**src/rtl/dir_fifo_pkg.sv**
```systemverilog
package dir_fifo_pkg;
  // Last occupancy-changing cycle: net removal or net addition.
  typedef enum logic {
    DIR_DRAIN = 1'b0,
    DIR_FILL  = 1'b1
  } dir_e;
endpackage

```
**src/rtl/dir_fifo_ram.sv**
```systemverilog
module dir_fifo_ram #(
  parameter int ADDR_W = 8,
  parameter int DATA_W = 8
) (
  input  logic              clk,
  input  logic              we,
  input  logic [ADDR_W-1:0] waddr,
  input  logic [DATA_W-1:0] wdata,
  input  logic              re,
  input  logic [ADDR_W-1:0] raddr,
  output logic [DATA_W-1:0] rdata
);
  localparam int DEPTH = 1 << ADDR_W;

  logic [DATA_W-1:0] store [DEPTH];

  always_ff @(posedge clk) begin
    if (we) store[waddr] <= wdata;
  end

  // Registered read port: data valid the cycle after re.
  always_ff @(posedge clk) begin
    if (re) rdata <= store[raddr];
  end
endmodule

```
**src/rtl/dir_fifo_ctr.sv**
```systemverilog
module dir_fifo_ctr #(
  parameter int ADDR_W = 8
) (
  input  logic              clk,
  input  logic              rst,
  input  logic              step,
  output logic [ADDR_W-1:0] addr
);
  // Natural wrap modulo 2**ADDR_W.
  always_ff @(posedge clk) begin
    if (rst)       addr <= '0;
    else if (step) addr <= addr + 1'b1;
  end
endmodule

```
**src/rtl/dir_fifo_dir.sv**
```systemverilog
module dir_fifo_dir
  import dir_fifo_pkg::*;
(
  input  logic clk,
  input  logic rst,
  input  logic add,
  input  logic remove,
  input  logic addr_eq,
  output logic full,
  output logic empty
);
  dir_e dir_q, dir_d;

  always_comb begin
    dir_d = dir_q;
    unique case ({add, remove})
      2'b10:   dir_d = DIR_FILL;
      2'b01:   dir_d = DIR_DRAIN;
      default: dir_d = dir_q;
    endcase
  end

  always_ff @(posedge clk) begin
    if (rst) dir_q <= DIR_DRAIN;
    else     dir_q <= dir_d;
  end

  assign full  = addr_eq && (dir_q == DIR_FILL);
  assign empty = addr_eq && (dir_q == DIR_DRAIN);
endmodule

```
**src/rtl/dir_fifo.sv**
```systemverilog
module dir_fifo #(
  parameter int ADDR_W = 8,
  parameter int DATA_W = 8
) (
  input  logic              clk,
  input  logic              rst,
  input  logic              push_valid,
  input  logic [DATA_W-1:0] push_data,
  output logic              push_ready,
  input  logic              pop_req,
  output logic [DATA_W-1:0] pop_data,
  output logic              pop_valid,
  output logic              full,
  output logic              empty
);
  logic [ADDR_W-1:0] wr_addr, rd_addr;
  logic              push_acc, pop_acc, addr_eq;

  assign push_ready = !full;
  assign push_acc   = push_valid && !full;
  assign pop_acc    = pop_req && !empty;
  assign addr_eq    = (wr_addr == rd_addr);

  dir_fifo_ctr #(.ADDR_W(ADDR_W)) wr_ctr_i (
    .clk(clk), .rst(rst), .step(push_acc), .addr(wr_addr)
  );

  dir_fifo_ctr #(.ADDR_W(ADDR_W)) rd_ctr_i (
    .clk(clk), .rst(rst), .step(pop_acc), .addr(rd_addr)
  );

  dir_fifo_dir dir_i (
    .clk(clk), .rst(rst), .add(push_acc), .remove(pop_acc),
    .addr_eq(addr_eq), .full(full), .empty(empty)
  );

  dir_fifo_ram #(.ADDR_W(ADDR_W), .DATA_W(DATA_W)) ram_i (
    .clk(clk), .we(push_acc), .waddr(wr_addr), .wdata(push_data),
    .re(pop_acc), .raddr(rd_addr), .rdata(pop_data)
  );

  always_ff @(posedge clk) begin
    if (rst) pop_valid <= 1'b0;
    else     pop_valid <= pop_acc;
  end
endmodule

```
**config.mk**
```make
export PLATFORM = sky130hd
export DESIGN_NAME = dir_fifo
export DESIGN_NICKNAME = d
export VERILOG_FILES = /design/src/rtl/dir_fifo_pkg.sv /design/src/rtl/dir_fifo_ram.sv /design/src/rtl/dir_fifo_ctr.sv /design/src/rtl/dir_fifo_dir.sv /design/src/rtl/dir_fifo.sv
export SDC_FILE = /design/constraint.sdc
export NUM_CORES = 2
export LEC_CHECK = 0
export CORE_UTILIZATION = 40
export CTS_BUF_LIST = sky130_fd_sc_hd__clkbuf_8
export DETAILED_ROUTE_END_ITERATION = 7
export DONT_BUFFER_PORTS = 1
export PLACE_DENSITY = 0.64
export SETUP_SLACK_MARGIN = 0.02
export SYNTH_ARGS = -nofsm -noshare
export SYNTH_HDL_FRONTEND = slang
export SYNTH_SLANG_ARGS = --single-unit
```
**constraint.sdc**
```tcl
create_clock -name clk -period 6.1 [get_ports clk]
set_input_delay 1.22 -clock clk [delete_from_list [all_inputs] [get_ports clk]]
set_output_delay 1.22 -clock clk [all_outputs]
set_load 0.02 [all_outputs]
```
==> results.md <==
* # nets final at approximately 4100
* Startpoint Class: flop
* Die Span Y at 451 µm
* Final Hold Vio Count at 0
* Area grow syn2layout at 11.5%
* Fin crit share at 76.8%
* Num CTS Buffers at 343
* Post-CTS setup buffers at 0
* Cells after DPL at 6424
* Worst-path cell chain: buf_12 -> mux4_2 -> a22o_1 -> a221oi_1 -> o22ai_1 -> or3_1 -> a32o_1
* Tmin final at 4.68 ns
* CTS Buffer Depth at 4
* Ys async rst share at 0%
* P_leak at 0.0271 µW
* Net Count, Synth at about 4000
* Clock slew at reported path FFs at about 0.06 ns
* Fmax at 0.213 GHz
* First-pass GRT wire length at 314 mm
* Largest net degree at the start of global routing at 257
* Max-slew headroom at 3.65%
* Worst path max stage delay at 1.10 ns
* CTS Hold Bufs at 0
* DR DRC count at 2
* Router iterations before antenna repair at 8
* CTS H-tree lvls at 5
* Max-Cap Viols at 0
* CTS tree: done
* Filler cell count at 16823
* Drt total wl at around 220 mm
* Worst R2R Setup Slack at 1.42 ns
* Outcome: finished, violations left
* GRT overflow at 0
* Share of cells above drive strength 1 at 23.2%
* Max IR drop VDD at 0.000318 V
* Port bufs at 0
* Worst-path fanout max at between 80 and 90
* PwrDens at 354 nW/µm²
* Synth area leader: edfxtp_1
* Tightest Hold Check Type: in -> reg
* RSZ-0062 raised after global routing: no
* Core Box Area at 200000 µm²
* CP max stage cell: a221oi_1
* Die area at 203000 µm²
* Root Driver: clkbuf_8
* Initial Util at approximately two fifths
* Antenna viol nets, final at 0
* Routability cong. at 0.904
* Synth cell types at 67
* Post-DR vias/cell at a little under 6
* CTS Sinks at 2074
* Yosys warns at 0
* Top-area cell type share of the netlist area at 76.7%
* Vias in the first global route at 41870
* Total GRT Usage at 21.7%
* Drt initial violations at 6135
* Io pins at 24
* Syn Area/Cell at 20.7 µm²
* Post-synth EDFFs at 2056
* Avg WL per Cell at roughly 32 µm
* Final Non-Filler Cells at 7019
* Crit path arrival time at 5.45 ns
* # rows at 164
* Sequential fraction of the synthesis area at between 70 and 80%
* Synth Flop Type: edfxtp_1
* DR vias at 41763
* Antenna violations before repair at 7
* Critical path type: reg -> reg
* Worst-Margin Slew at approximately 1.4 ns
* Top cells by area, synth: edfxtp_1 (77%), mux4_2 (12%), mux2i_1 (2.1%)
* Synth Cell Area at 80500 µm²
* CP endpoint kind: flop
* Die width at 451 µm
* DP HPWL at 128 mm
* Final setup vio count at 0
* Syn Inst Count at between 3000 and 4000
* Sum Neg Setup Slack at 0 ns
* CP Data Required Time at roughly 6.9 ns
* Failing checks: DRC
* Clk Latency, worst-skew pair at 1.05 ns
* Max Transition Viols Final at 0
* Synthesized flop and latch total at around 2100
* Post-cts sizing count at 0
* Layout Skew at 0.0866 ns
==> cell usage after synthesis (5+ instances only) <==
library cell,count
dfxtp_1,18
ha_1,6
a221oi_1,42
mux2_2,13
a21oi_1,80
edfxtp_1,2056
a22o_1,24
xnor2_1,16
a31oi_1,10
nor4_1,5
nand2b_1,7
mux4_2,438
or3_1,5
and2_1,6
nor2b_1,16
buf_4,30
nand2_1,77
o221ai_1,30
clkbuf_1,110
mux2i_1,167
a211oi_1,29
a32oi_1,8
inv_1,11
nor3_1,8
o211ai_1,9
nor2_1,302
a22oi_1,77
o32ai_1,5
a211o_1,10
nand3_1,44
buf_2,72
o21ai_0,27
nand4_1,13
o22ai_1,25
buf_6,17
o31ai_1,7
buf_1,14
==> layer usage <==
metal / vias up / routed length, µm / global-route usage, %
li1: 16698 / - / -
met3: 529 / 23100 / 5.50
met2: 2508 / 103000 / 32.9
met5: - / 34 / 0
met1: 22024 / 86000 / 29.2
met4: 4 / 11000 / 10.6
==> path summary, 6_finish.rpt <==
check / start / endpoint / depth (start not counted)
worst min-delay path: rst / rd_ctr_i.addr[2]$_SDFFE_PP0P_ / 1
worst max-delay path: rd_ctr_i.addr[0]$_SDFFE_PP0P_ / ram_i.rdata[3]$_DFFE_PP_ / 7
worst max register to register: rd_ctr_i.addr[0]$_SDFFE_PP0P_ / ram_i.rdata[3]$_DFFE_PP_ / 7
worst min register to register: dir_i.dir_q$_SDFFE_PP0P_ / dir_i.dir_q$_SDFFE_PP0P_ / 2
==> report_power, final <==
group / leakage (µW) / internal (µW) / switching (µW)
sequential: 0.0186 / 15800 / 180
clock: 0.00351 / 5630 / 5430
combinational: 0.00498 / 2160 / 2640
==> cell type report <==
cell class	instances	area [µm²]	area share [%]
clock buffers	355	4890	5.44
repair buffers	119	1030	1.15
well taps	2656	3320	3.70
flip-flops and latches	2074	62100	69.2
diodes	5	12.5	0.0139
clock inverters	235	1130	1.26
multi-input cells	1560	17200	19.1
inverters	15	56.3	0.0627
==> metrics by stage <==
stage / util (%) / area, µm² / hold WS, ns / total power [µW] / worst slack [ns]
after floorplan: - / 80500 / 0.500 / 19700 / 3.05
after global placement: 41.9 / 83700 / 0.537 / 21000 / 1.48
after detailed placement: 41.9 / 83700 / 0.539 / 21000 / 1.38
after CTS: 44.9 / 89700 / 0.153 / 32000 / 1.34
after global routing: 44.9 / 89700 / 0.211 / 32700 / 1.36
final: 44.9 / 89700 / 0.260 / 31800 / 1.42
==> cell families (layout without fill, tap and decap cells) <==
kind of cell             Yosys count  after routing  synth area share (%)
AND/OR/NAND/NOR                  503            503                  2.69
other                              0              5                     0
XOR/XNOR                          20             20                 0.218
buffers and inverters            260            724                  1.66
flip-flops                      2074           2074                  77.1
multiplexers                     618            618                  14.5
AO/OA/AOI/OAI                    413            413                  3.71
adder cells (fa/ha/maj)            6              6                0.0932
==> critical path, delay by kind of cell (launching register included) <==
kind                   cells  cell delay (ns)
AO/OA/AOI/OAI              4             1.98
buffers and inverters      1             0.57
flip-flops                 1             0.67
multiplexers               1             0.62
AND/OR/NAND/NOR            1             0.42
==> sequential cells by signal, indices dropped and copies added, names as in the netlist <==
name,count
ram_i.rdata,8
dir_i.dir_q,1
ram_i.store,2048
pop_valid,1
wr_ctr_i.addr,8
rd_ctr_i.addr,8
==> cells in the final DEF (no fill, tap or decap), types with 24 or more instances in the layout <==
cell / count
o221ai_1: 30
clkinv_1: 70
clkbuf_8: 355
inv_1: 124
clkinv_2: 38
a22oi_1: 77
mux2i_1: 167
a21oi_1: 80
edfxtp_1: 2056
buf_4: 108
mux4_2: 438
a22o_1: 24
a221oi_1: 42
nor2_1: 300
nand3_1: 35
o22ai_1: 25
a211oi_1: 29
o21ai_0: 27
nand2_1: 77
Note: power is estimated with default switching activity, not from simulation.
